## src/rtl/irqf_pkg.sv

```systemverilog
package irqf_pkg;
  localparam int LEVELS = 7;
  localparam int LVL_W  = $clog2(LEVELS + 1);
  localparam int REG_W  = LEVELS + 1;

  typedef struct packed {
    logic enableLoad;   // load control register this edge
    logic statusSel;    // route status view to read data
  } strobes_t;
endpackage

```

## src/rtl/irqf_ctrl.sv

```systemverilog
module irqf_ctrl
  import irqf_pkg::*;
(
  input  logic     regSel,
  input  logic     wrEn,
  output strobes_t strb
);
  always_comb begin
    strb.enableLoad = wrEn & ~regSel;
    strb.statusSel  = regSel;
  end
endmodule

```

## src/rtl/irqf_datapath.sv

```systemverilog
module irqf_datapath
  import irqf_pkg::*;
#(
  parameter int SYNC_STAGES = 2
) (
  input  logic             clk,
  input  logic             rstN,
  input  strobes_t         strb,
  input  logic [REG_W-1:0] wrData,
  input  logic [LEVELS-1:0] irqReq,
  output logic [LVL_W-1:0] iplN,
  output logic [REG_W-1:0] rdData,
  output logic [REG_W-1:0] enableQ
);
  logic [SYNC_STAGES-1:0][LEVELS-1:0] syncPipe;
  logic [LEVELS-1:0] lastSeen;
  logic [LEVELS-1:0] riseSeen;
  logic [LEVELS-1:0] armed;
  logic [LEVELS-1:0] pendQ;
  logic [LEVELS-1:0] pendNext;
  logic [REG_W-1:0]  enableNext;
  logic [LVL_W-1:0]  levelNum;

  // synchronizer chain, one stage per generate iteration
  for (genvar s = 0; s < SYNC_STAGES; s++) begin : g_sync
    if (s == 0) begin : g_first
      always_ff @(posedge clk or negedge rstN)
        if (!rstN) syncPipe[0] <= '0;
        else       syncPipe[0] <= irqReq;
    end else begin : g_next
      always_ff @(posedge clk or negedge rstN)
        if (!rstN) syncPipe[s] <= '0;
        else       syncPipe[s] <= syncPipe[s-1];
    end
  end

  always_ff @(posedge clk or negedge rstN)
    if (!rstN) lastSeen <= '0;
    else       lastSeen <= syncPipe[SYNC_STAGES-1];

  always_comb begin
    riseSeen   = syncPipe[SYNC_STAGES-1] & ~lastSeen;
    enableNext = strb.enableLoad ? wrData : enableQ;
    armed      = enableQ[REG_W-1:1] & {LEVELS{~enableQ[0]}};
    pendNext   = (pendQ | (riseSeen & armed)) & enableNext[REG_W-1:1];
  end

  always_ff @(posedge clk or negedge rstN)
    if (!rstN) begin
      enableQ <= '0;
      pendQ   <= '0;
    end else begin
      enableQ <= enableNext;
      pendQ   <= pendNext;
    end

  // highest-numbered pending level wins
  always_comb begin
    levelNum = '0;
    for (int i = 0; i < LEVELS; i++)
      if (pendQ[i]) levelNum = LVL_W'(i + 1);
  end

  assign iplN   = ~levelNum;
  assign rdData = strb.statusSel ? {{(REG_W-LVL_W){1'b0}}, iplN} : enableQ;
endmodule

```

## src/rtl/irq_level_front.sv

```systemverilog
module irq_level_front
  import irqf_pkg::*;
(
  input  logic       clk,
  input  logic       rstN,
  input  logic       regSel,
  input  logic       wrEn,
  input  logic [7:0] wrData,
  output logic [7:0] rdData,
  input  logic [6:0] irqReq,
  output logic [2:0] iplN
);
  strobes_t         strb;
  logic [REG_W-1:0] enableQ;

  irqf_ctrl u_ctrl (
    .regSel (regSel),
    .wrEn   (wrEn),
    .strb   (strb)
  );

  irqf_datapath #(.SYNC_STAGES(2)) u_dp (
    .clk     (clk),
    .rstN    (rstN),
    .strb    (strb),
    .wrData  (wrData),
    .irqReq  (irqReq),
    .iplN    (iplN),
    .rdData  (rdData),
    .enableQ (enableQ)
  );
endmodule

```

## config.mk

```make
export PLATFORM = sky130hd
export DESIGN_NAME = irq_level_front
export DESIGN_NICKNAME = d
export VERILOG_FILES = /design/src/rtl/irqf_pkg.sv /design/src/rtl/irqf_ctrl.sv /design/src/rtl/irqf_datapath.sv /design/src/rtl/irq_level_front.sv
export SDC_FILE = /design/constraint.sdc
export NUM_CORES = 1
export LEC_CHECK = 0
export ABC_AREA = 1
export BUFFER_PORTS_ARGS = -buffer_cell sky130_fd_sc_hd__buf_2
export CAP_MARGIN = 20
export CORE_UTILIZATION = 52
export CTS_CLUSTER_SIZE = 25
export DETAILED_ROUTE_END_ITERATION = 12
export PLACE_DENSITY = 0.77
export SYNTH_ARGS = -nofsm -noshare
export SYNTH_HDL_FRONTEND = slang
export SYNTH_SLANG_ARGS = --single-unit
```

## constraint.sdc

```tcl
create_clock -name clk -period 1.09 [get_ports clk]
set_clock_uncertainty 0.05 [all_clocks]
set_input_delay 0.218 -clock clk [delete_from_list [all_inputs] [get_ports clk]]
set_output_delay 0.218 -clock clk [all_outputs]
set_load 0.05 [all_outputs]
```

Word level (Yosys, flattened, before mapping)
Index checks and enable logic that the tools add are counted.
- input port bits: 19
- word-level logic and storage cells: 25
- output and inout port bits: 11
- flip-flop bits (word level): 36
- bitwise operators: 10
- multiplexer cells: 9
- operators by type and width (cell ; number):
    $and A7 B7 Y7 ; 4
    $mux W3 ; 6
    $mux W8 ; 2
    $not A7 Y7 ; 1
    $or A7 B7 Y7 ; 1
    $not A3 Y3 ; 1
    $not A1 Y1 ; 2
    $and A1 B1 Y1 ; 1
    $mux W1 ; 1

Longest topological paths before layout
Gate-level depths: netlist of run 1.
- word-level depth: 9
- mapped depth: 8
- gate-level depth less buffers: 8

Cells and area by module
A second synthesis of run 1 with hierarchy kept.
- cell total of the unflattened synthesis: 128
- area total of the unflattened synthesis: 1335.0 um2
- modules (own cells, without submodules) (module ; area an instance (um2) ; sequential area each (um2) ; instances ; cells each):
    irqf_datapath ; 1317.5 ; 900.9 ; 1 ; 125
    irqf_ctrl ; 17.5 ; 0.0 ; 1 ; 3

Worst setup path before layout of run 1
OpenSTA, ideal clock, no wires.
- path type: flip-flop to output port
- start point: register u_dp.pendQ[4]
- end point: output port rdData[2]
- buffers on the path: 0
- data required time: 0.822 ns
- stages on the path, launching flop included: 4
- setup slack: -1.859 ns
- arrival time: 2.681 ns
- cells stage by stage: dfrtp_1 > nor4_1 > nand2_1 > o21ai_0
- longest elaborated chain between the ends: 5
- ends and longest elaborated chain (element ; line ; RTL):
    from (decl) ; irqf_datapath.sv:19 ; logic [LEVELS-1:0] pendQ;
    from (signal assigned) ; irqf_datapath.sv:54 ; pendQ <= pendNext;
    $mux W3 (3 in a row) ; irqf_datapath.sv:61 ; if (pendQ[i]) levelNum = LVL_W'(i + 1);
    $not A3 Y3 ; irqf_datapath.sv:64 ; assign iplN = ~levelNum;
    net iplN[2] ; irq_level_front.sv:11 ; output logic [2:0] iplN
    $mux W8 ; irqf_datapath.sv:65 ; assign rdData = strb.statusSel ? {{(REG_W-LVL_W){1'b0}}, iplN} : enableQ;
    to (decl) ; irq_level_front.sv:9 ; output logic [7:0] rdData,
The timed path passes the listed nets, and every way through them passes these cells.

Worst setup path in the final report of run 1
- start point: register u_dp.pendQ[6]
- end point: output port rdData[1]
- longest elaborated chain between the ends: 3
- ends and longest elaborated chain (element ; line):
    $mux W3 ; irqf_datapath.sv:61
    $not A3 Y3 ; irqf_datapath.sv:64
    $mux W8 ; irqf_datapath.sv:65
Every way passes these cells.

==> results.json, run 1 <==
{
  "detail-route-antenna-nets": 0,
  "grt_pass1_vias": 1040,
  "grt_pass1_wl_um": 4320,
  "yosysWarnings": 0,
  "nets": 205,
  "endpoint_kind": "primary output",
  "reg2reg_to": "u_dp.pendQ[1]",
  "final-setup-viol-count": 15,
  "cts_made_buffers": 5,
  "synth-async-reset-ratio": 1.00,
  "violations": "setup timing",
  "io_pins": 30,
  "max-vdd-ir-drop_mv": 1.45,
  "worstMarginPinSlew_ns": 0.249,
  "drt_pass1_iterations": 6,
  "antenna_cells": 0,
  "power_frac_seq": 0.447,
  "switching_share": 0.335,
  "required_ns": 0.82,
  "final_max_slew_viol_count": 0,
  "syn_to_final_growth_pct": 49.4,
  "clk_path_buf_depth": 2,
  "period_needed_ns": 1.70,
  "cellLeakagePower_nw": 1.03,
  "cap_violations": 0,
  "cts_tree": "yes",
  "syn_inst": 124,
  "slew_headroom": 0.833,
  "path_clk_slew_ns": 0.10,
  "post_dp_cell_area_um2": 1730,
  "grt_setup_unrepaired": "true",
  "synthTopCellsByArea": "dfrtp_1 (65%), nand2_1 (5.7%), inv_1 (4.9%)",
  "drtIter0Drc": 16,
  "power_frac_comb": 0.324,
  "synth_top_area_share": 0.650,
  "reg2reg_from": "u_dp.enableQ[0]",
  "post-route-drc-count": 0,
  "synthDistinctLibCells": 19,
  "design_area_um2": 2070,
  "root_buffer": "clkbuf_4",
  "ys.flop_type": "dfrtp_1",
  "p_switching_mw": 1.14,
  "worst-r2r-setup-slack_ns": -0.06,
  "power.internal_mw": 2.26,
  "fin_util": 0.828,
  "pwr-share-clk": 0.229,
  "ys_seq_elements": 36,
  "post-route-period-util": 1.56,
  "grt_usage": 0.227,
  "power_density_nw_per_um2": 1640,
  "ys_top_cells_by_count": "dfrtp_1 (36), nand2_1 (21), inv_1 (18), nor2_1 (16), nand3_1 (6)",
  "clock.fmax_ghz": 0.590,
  "placed_cells_incl_taps": 196,
  "die_x_um": 53.6,
  "via_count": 1073,
  "grt_max_degree": 37,
  "antenna_found_initial": 0,
  "status": "finished with violations",
  "whs_endpoint": "u_dp.enableQ[1]",
  "port_buffers": 29,
  "cts_max_level": 2,
  "cts_sinks": 36,
  "hold_violations": 0,
  "min_path_cells": 3,
  "drive_above_1_share": 0.586,
  "syn_nets": 143,
  "insertion_delay_ns": 0.33,
  "viasPerCell": 4.97,
  "layout.cells.non_filler": 216,
  "wirelength_um": 3180,
  "dp_hpwl_um": 1880,
  "netlist_area_um2": 1390,
  "gr-total-overflow": 0,
  "crit_path_start_kind": "register",
  "synth-seq-area-share": 0.650,
  "setup_ws_ns": -0.605,
  "hold_start": "wrData[1]",
  "worstRegToRegCells": 7,
  "num_rows": 18,
  "die_h_um": 53.6,
  "cp-startpoint": "u_dp.pendQ[6]",
  "critPathMaxFanout": 3,
  "die_area_um2": 2880,
  "avgSynthCellArea_um2": 11.2,
  "yosysTopAreaCell": "dfrtp_1",
  "setup_tns_ns": -4.56,
  "total_power_mw": 3.40,
  "hp-class": "input pin to register",
  "criticalPathCategory": "register to primary output",
  "crit_arrival_ns": 1.43,
  "start_util": 0.555,
  "synth-edff-count": 0,
  "gp_congestion": 0.801,
  "core-area_um2": 2500,
  "post_drt_wl_per_cell_um": 14.7,
  "synth_most_common_cell": "dfrtp_1"
}
worst max-delay path by stage:
stage,to,cells after the start
2_1_floorplan,rdData[2],3
3_3_place_gp,rdData[2],4
3_5_place_dp,rdData[1],5
4_1_cts,rdData[2],4
5_1_grt,rdData[2],4
6_report,rdData[1],4
power by group through the flow:
stage / clock (mW) / combinational, mW / sequential [mW]
floorplan: 0 / 0.607 / 1.51
global placement: 0 / 0.842 / 1.52
detailed placement: 0 / 0.866 / 1.52
CTS: 0.790 / 1.03 / 1.50
global route: 0.847 / 1.17 / 1.53
finish: 0.778 / 1.10 / 1.52
state kept, by name (all words and copies together), names as in the netlist:
signal,cells
u_dp.enableQ,8
u_dp.lastSeen,7
u_dp.pendQ,7
u_dp.syncPipe,14
cells by family (layout without fill, tap and decap cells):
logic type      Yosys count  after routing  synth area share
simple gates             49             49             0.160
flops                    36             36             0.650
buf+inv                  24             86            0.0875
compound gates           15             15             0.103
metal layers:
layer	wire length, um	part of all wire	global-route usage	vias to the layer above
met5	0	0	0	-
met4	79	0.025	0.136	0
met3	135	0.042	0.0678	10
met2	1640	0.52	0.388	42
met1	1330	0.42	0.249	516
li1	-	-	-	505
through the flow:
| step | hold WS, ns | worst slack (ns) |
|---|---|---|
| after floorplan | -0.128 | -0.652 |
| after global placement | 0.137 | -0.318 |
| after detailed placement | 0.141 | -0.339 |
| after CTS | 0.0770 | -0.620 |
| after global routing | 0.0922 | -0.697 |
| final | 0.0911 | -0.605 |
critical path, cell delays in order, from the launching register on:
cell and delay (ns):
dfrtp_1 0.44, inv_1 0.16, nand3_2 0.16, o21ai_4 0.17, buf_6 0.17
what timing repair did:
item / in CTS / in global routing
gates resized for setup: 30 / 24
buffers inserted: 3 / 2
pin swaps: 3 / 11
hold endpoints to repair: 43 / 0
endpoints found under the setup margin: 12 / 17
hold buffers: 8 / 0
layout by cell type (no fill, tap or decap), types with 2 or more instances in the layout:
cell type      synthesis  routed
buf_4                  0      18
dlygate4sd3_1          0       8
clkbuf_8               0       2
inv_1                 18      10
a21oi_1                2       2
nand3_2                0       5
nand2_2                0       5
buf_8                  0       2
inv_2                  3       9
nand2_1               21      15
o21ai_4                0       2
clkbuf_4               0       5
a21oi_4                4       4
nor3_2                 0       3
o21ai_2                3       3
buf_6                  1      10
buf_2                  0      18
a21oi_2                2       2
dfrtp_2                0       3
nor2_2                 0       6
nor2_1                16       7
dfrtp_1               36      33
nor2_4                 1       4
layout make-up:
| class | count | area (um^2) |
|---|---|---|
| Sequential cell | 36 | 905 |
| Fill cell | 140 | 429 |
| Inverter | 22 | 96.3 |
| Tap cell | 30 | 37.5 |
| Multi-Input combinational cell | 64 | 499 |
| Timing Repair Buffer | 57 | 468 |
| Clock buffer | 7 | 65.1 |
No activity file was read; power rests on OpenSTA's default activity.
==> run 2, diff against run 1 <==
--- a/config.mk
+++ b/config.mk
@@ -6,12 +6,13 @@
 export NUM_CORES = 1
 export LEC_CHECK = 0
 export ABC_AREA = 1
-export BUFFER_PORTS_ARGS = -buffer_cell sky130_fd_sc_hd__buf_2
 export CAP_MARGIN = 20
-export CORE_UTILIZATION = 52
+export CORE_UTILIZATION = 54
 export CTS_CLUSTER_SIZE = 25
 export DETAILED_ROUTE_END_ITERATION = 12
-export PLACE_DENSITY = 0.77
+export DONT_BUFFER_PORTS = 1
+export PLACE_DENSITY = 0.72
+export REMOVE_ABC_BUFFERS = 1
 export SYNTH_ARGS = -nofsm -noshare
 export SYNTH_HDL_FRONTEND = slang
 export SYNTH_SLANG_ARGS = --single-unit
==> constraint.sdc (replaced) <==
create_clock -name clk -period 1.5 [get_ports clk]
set_clock_uncertainty 0.05 [all_clocks]
set_input_delay 0.3 -clock clk [delete_from_list [all_inputs] [get_ports clk]]
set_output_delay 0.3 -clock clk [all_outputs]
set_load 0.05 [all_outputs]
==> run 2 against run 1 <==
Net effect: the flow still finishes with violations (setup timing); sequential share of layout area up 7.7 points; clock-buffer cell count up 1; worst hold slack worse by 0.0063 ns; sequential power down 28%; power down 33%; clock power down 34%; die area down 3.6%; critical path depth up 5; sequential cell count unchanged; highest routed layer unchanged.
==> results.json, run 2 (synthesis results as in run 1) <==
{
  "gp_congestion": 0.755,
  "nets": 173,
  "final_common_cell": "dfrtp_1",
  "grt_pass1_wl_um": 3790,
  "hold_violations": 0,
  "slew_headroom": 0.826,
  "cp_slowest_cell": "dfrtp_1",
  "endpoint_kind": "primary output",
  "power.internal_mw": 1.54,
  "post_drt_wl_per_cell_um": 13.7,
  "io_pins": 30,
  "holdWs_ns": 0.0849,
  "cap_violations": 0,
  "power_density_nw_per_um2": 1300,
  "period_needed_ns": 1.76,
  "power_frac_seq": 0.481,
  "fillCellCount": 159,
  "cp_top_family": "simple AND/OR/NAND/NOR gates",
  "dp_slack_ns": 0.0689,
  "required_ns": 1.15,
  "antenna_found_initial": 0,
  "drive_above_1_share": 0.310,
  "hp-class": "input pin to register",
  "post_dp_cell_area_um2": 1520,
  "seq_area_um2": 902,
  "drtIter0Drc": 16,
  "antenna_cells": 0,
  "die_x_um": 52.7,
  "grt_max_degree": 37,
  "final-setup-viol-count": 6,
  "max_stage_delay_ns": 0.41,
  "design_area_um2": 1750,
  "dp_hpwl_um": 1580,
  "viasPerCell": 4.94,
  "port_buffers": 0,
  "final_max_slew_viol_count": 0,
  "gr-total-overflow": 0,
  "crit_chain": "inv_2, nand2_1, nand2_1, nand2_1, nand2_1, nand2_1, nand3_2, nand2_2, buf_12",
  "cp-startpoint": "u_dp.pendQ[1]",
  "die_area_um2": 2770,
  "regMostFlops": "u_dp.syncPipe",
  "switching_share": 0.321,
  "status": "finished with violations",
  "clock.fmax_ghz": 0.567,
  "insertion_delay_ns": 0.32,
  "largest_reg_flops": 14,
  "layout_common_cells": "dfrtp_1 (35), nand2_1 (20), inv_1 (16), nor2_1 (16), buf_4 (11)",
  "setup_ws_ns": -0.263,
  "drt_pass1_iterations": 5,
  "grt_usage": 0.205,
  "syn_to_final_growth_pct": 26.5,
  "grt_setup_unrepaired": "true",
  "reg2reg_from": "u_dp.enableQ[0]",
  "fin_util": 0.757,
  "via_count": 904,
  "crit_path_start_kind": "register",
  "grt_pass1_vias": 866,
  "hold_start": "wrData[2]",
  "crit_arrival_ns": 1.41,
  "worstMarginPinSlew_ns": 0.259,
  "multiInputGateArea_um2": 399,
  "detail-route-antenna-nets": 0,
  "core-area_um2": 2320,
  "cellLeakagePower_nw": 0.887,
  "p_switching_mw": 0.730,
  "cts_max_level": 2,
  "cts_sinks": 36,
  "post-route-period-util": 1.18,
  "path_clk_slew_ns": 0.10,
  "cts_made_buffers": 5,
  "criticalPathCategory": "register to primary output",
  "start_util": 0.598,
  "post-route-drc-count": 0,
  "max-vdd-ir-drop_mv": 0.849,
  "critPathMaxFanout": 2,
  "cts_tree": "yes",
  "critPathMostFrequentCell": "nand2_1",
  "pwr-share-clk": 0.227,
  "root_buffer": "clkbuf_4",
  "wirelength_um": 2500,
  "violations": "setup timing",
  "die_h_um": 52.7,
  "power_frac_comb": 0.291,
  "reg_top3": "u_dp.syncPipe (14), u_dp.enableQ (8)",
  "num_rows": 17,
  "clk_path_buf_depth": 2,
  "crit_buf_inv": 2
}
run 2: cell count changes in the layout (fill, tap and decap cells not counted), moves of 6 or more:
cell,change
buf_2,-18
buf_6,-9
nor2_1,+9
buf_4,-7
inv_1,+6
nor2_2,-6
run 2: final cells by class:
cell class                      count  area share
Inverter                           22      0.0514
Clock buffer                        8      0.0335
Timing Repair Buffer               25       0.153
Tap cell                           28      0.0200
Sequential cell                    36       0.514
Multi-Input combinational cell     64       0.228
run 2: routing by layer:
layer | global-route usage | vias to the layer above | share of wire
met5 | 0 | - | 0
met4 | 0.0789 | 0 | 0.0024
met3 | 0.0696 | 3 | 0.052
met2 | 0.329 | 27 | 0.51
met1 | 0.253 | 435 | 0.44
li1 | - | 439 | -
run 2: worst reg2reg max path: stages, from the launching register on:
cell and delay [ns]:
dfrtp_1 0.48, inv_1 0.16, nand2_1 0.07, nor3_1 0.22, o21ai_2 0.09, inv_2 0.05
run 2: power by group through the flow:
stage	registers, mW	clock network (mW)	logic, mW
after floorplan	1.09	0	0.367
after global routing	1.10	0.584	0.703
after global placement	1.10	0	0.535
after detailed placement	1.11	0	0.540
final	1.09	0.516	0.662
after CTS	1.09	0.544	0.611
run 2: what timing repair did:
action	in CTS	in global routing
cloned	0	0
setup endpoints to repair	6	6
endpoints found under the hold margin	43	0
setup buffers	3	2
pin swaps	1	5
hold buffers	9	0
resized for setup	5	8
run 2: final timing paths:
kind	endpoint	slack (ns)	cells after the start
setup / recovery	rdData[0]	-0.26	9
hold / removal	u_dp.enableQ[2]	0.08	2
setup reg to reg	u_dp.pendQ[3]	0.34	5
hold reg to reg	u_dp.syncPipe[9]	0.31	0
max in group asynchronous	u_dp.pendQ[3]	0.85	2
min in group asynchronous	u_dp.enableQ[0]	0.36	2
run 2: metrics by stage:
stage,power (mW),TNS [ns],cells
final,2.27,-1.22,183
after global routing,2.39,-1.76,183
after CTS,2.24,-1.20,181
after detailed placement,1.65,0,161
after global placement,1.64,0,161
after floorplan,1.46,-3.14,122
==> run 3, diff against run 2 <==
--- a/config.mk
+++ b/config.mk
@@ -11,7 +11,8 @@
 export CTS_CLUSTER_SIZE = 25
 export DETAILED_ROUTE_END_ITERATION = 12
 export DONT_BUFFER_PORTS = 1
-export PLACE_DENSITY = 0.72
+export MAX_ROUTING_LAYER = met4
+export PLACE_DENSITY = 0.69
 export REMOVE_ABC_BUFFERS = 1
 export SYNTH_ARGS = -nofsm -noshare
 export SYNTH_HDL_FRONTEND = slang
==> constraint.sdc (replaced) <==
create_clock -name clk -period 1.75 [get_ports clk]
set_clock_uncertainty 0.05 [all_clocks]
set_input_delay 0.35 -clock clk [delete_from_list [all_inputs] [get_ports clk]]
set_output_delay 0.35 -clock clk [all_outputs]
set_load 0.05 [all_outputs]
==> run 3 against run 2 <==
Net effect: the flow still finishes with violations (setup timing); setup slack improved by 0.18 ns; worst hold slack improved by 0.036 ns; final cell count decreased by 0.55%; largest cell class unchanged; design area decreased by 1.6%; die area unchanged; register-to-register slack improved by 0.30 ns; first-iteration DRC count decreased by 50%; non-clock buffer count decreased by 1.
==> results.json, run 3 (synthesis results as in run 1) <==
{
  "status": "finished with violations",
  "violations": "setup timing",
  "cellLeakagePower_nw": 0.869,
  "total_power_mw": 1.90,
  "drive_above_1_share": 0.305,
  "hp-class": "input pin to register",
  "fillCellCount": 161,
  "reg2reg_from": "u_dp.enableQ[0]",
  "dp_hpwl_um": 1500,
  "num_rows": 17,
  "hold_start": "wrData[2]",
  "grt_usage": 0.207,
  "cp-startpoint": "u_dp.pendQ[1]",
  "die_h_um": 52.7,
  "via_count": 913,
  "die_area_um2": 2770,
  "final_max_slew_viol_count": 0,
  "slew_headroom": 0.836,
  "required_ns": 1.35,
  "criticalPathCategory": "register to primary output",
  "setup_tns_ns": -0.203,
  "die_x_um": 52.7,
  "drt_pass1_iterations": 4,
  "largest_reg_flops": 14,
  "grt_pass1_wl_um": 3690,
  "gr-total-overflow": 0,
  "setup_ws_ns": -0.0809,
  "syn_to_final_growth_pct": 24.5,
  "holdWs_ns": 0.121,
  "cap_violations": 0,
  "path_clk_slew_ns": 0.10,
  "worstMarginPinSlew_ns": 0.244,
  "detail-route-antenna-nets": 0,
  "start_util": 0.598,
  "grt_max_degree": 37,
  "layout_common_cells": "dfrtp_1 (36), nand2_1 (19), inv_1 (16), nor2_1 (16), buf_4 (10)",
  "core-area_um2": 2320,
  "cts_max_level": 2,
  "cts_sinks": 36,
  "reg_top3": "u_dp.syncPipe (14), u_dp.enableQ (8)",
  "nets": 172,
  "hold_violations": 0,
  "cts_made_buffers": 5,
  "max-vdd-ir-drop_mv": 0.936,
  "antenna_found_initial": 0,
  "gp_congestion": 0.830,
  "power_density_nw_per_um2": 1100,
  "post-route-period-util": 1.05,
  "wirelength_um": 2290,
  "cts_tree": "yes",
  "crit_arrival_ns": 1.43,
  "post-route-drc-count": 0,
  "clock.fmax_ghz": 0.546,
  "io_pins": 30,
  "final_common_cell": "dfrtp_1",
  "grt_pass1_vias": 910,
  "drtIter0Drc": 8,
  "clk_path_buf_depth": 2,
  "regMostFlops": "u_dp.syncPipe",
  "viasPerCell": 5.02,
  "endpoint_kind": "primary output",
  "grt_setup_unrepaired": "true",
  "crit_path_start_kind": "register",
  "placed_cells_incl_taps": 160,
  "critPathMaxFanout": 2,
  "port_buffers": 0,
  "fin_util": 0.744,
  "root_buffer": "clkbuf_4",
  "final-setup-viol-count": 4,
  "period_needed_ns": 1.83,
  "antenna_cells": 0,
  "insertion_delay_ns": 0.33,
  "post_drt_wl_per_cell_um": 12.6,
  "layout.cells.non_filler": 182
}
## run 3: cell count changes in the layout (fill, tap and decap cells not counted), sizes merged
cell      change
inv           -1
clkinvlp      +1
buf           -1
## run 3: worst max-delay path: stages, from the launching register on
cell and delay [ns]:
dfrtp_1 0.41, inv_2 0.07, nand2_1 0.05, nand2_1 0.06
nand2_1 0.07, nand2_2 0.09, nand2_1 0.07, nand3_2 0.07
nand2_2 0.05, buf_6 0.15
## run 3: power by group
group          leakage (nW)  internal [mW]  switching (mW)
logic                 0.408          0.195           0.332
clock network        0.0326          0.198           0.247
registers             0.429          0.894          0.0372
total                 0.869           1.29           0.616
## run 3: worst paths after layout
kind / endpoint / slack (ns) / cells after the start
setup / recovery: rdData[0] / -0.08 / 9
hold / removal: u_dp.enableQ[2] / 0.12 / 2
setup reg to reg: u_dp.pendQ[2] / 0.64 / 5
hold reg to reg: u_dp.syncPipe[10] / 0.30 / 0
max in group asynchronous: u_dp.syncPipe[12] / 1.06 / 2
min in group asynchronous: u_dp.enableQ[5] / 0.42 / 2
## run 3: metrics by stage
step	area [um^2]	worst slack (ns)
3_5_place_dp	1480	0.230
4_1_cts	1700	-0.0714
3_3_place_gp	1480	0.279
6_report	1730	-0.0809
2_1_floorplan	1360	-1.33
5_1_grt	1730	-0.162
## run 3: cell type report
cell class                 instances  area (um^2)  share of cell area
timing repair buffer              24          244               0.141
tap                               28         35.0              0.0203
inverter                          22         93.8              0.0544
clock buffer                       8         58.8              0.0341
multi-input combinational         64          393               0.228
sequential                        36          901               0.522
## run 3: timing repair
item | in CTS | in global routing
setup buffers | 5 | 0
resized for setup | 6 | 8
endpoints found under the hold margin | 43 | 0
endpoints found under the setup margin | 4 | 6
hold buffers | 9 | 0
pin swaps | 3 | 3
## run 3: layer usage
metal	global-route usage	vias to the layer above	share of wire
met2	0.335	28	0.51
met4	0.0789	0	0.010
li1	-	442	-
met5	-	-	0
met1	0.219	440	0.42
met3	0.0957	3	0.061
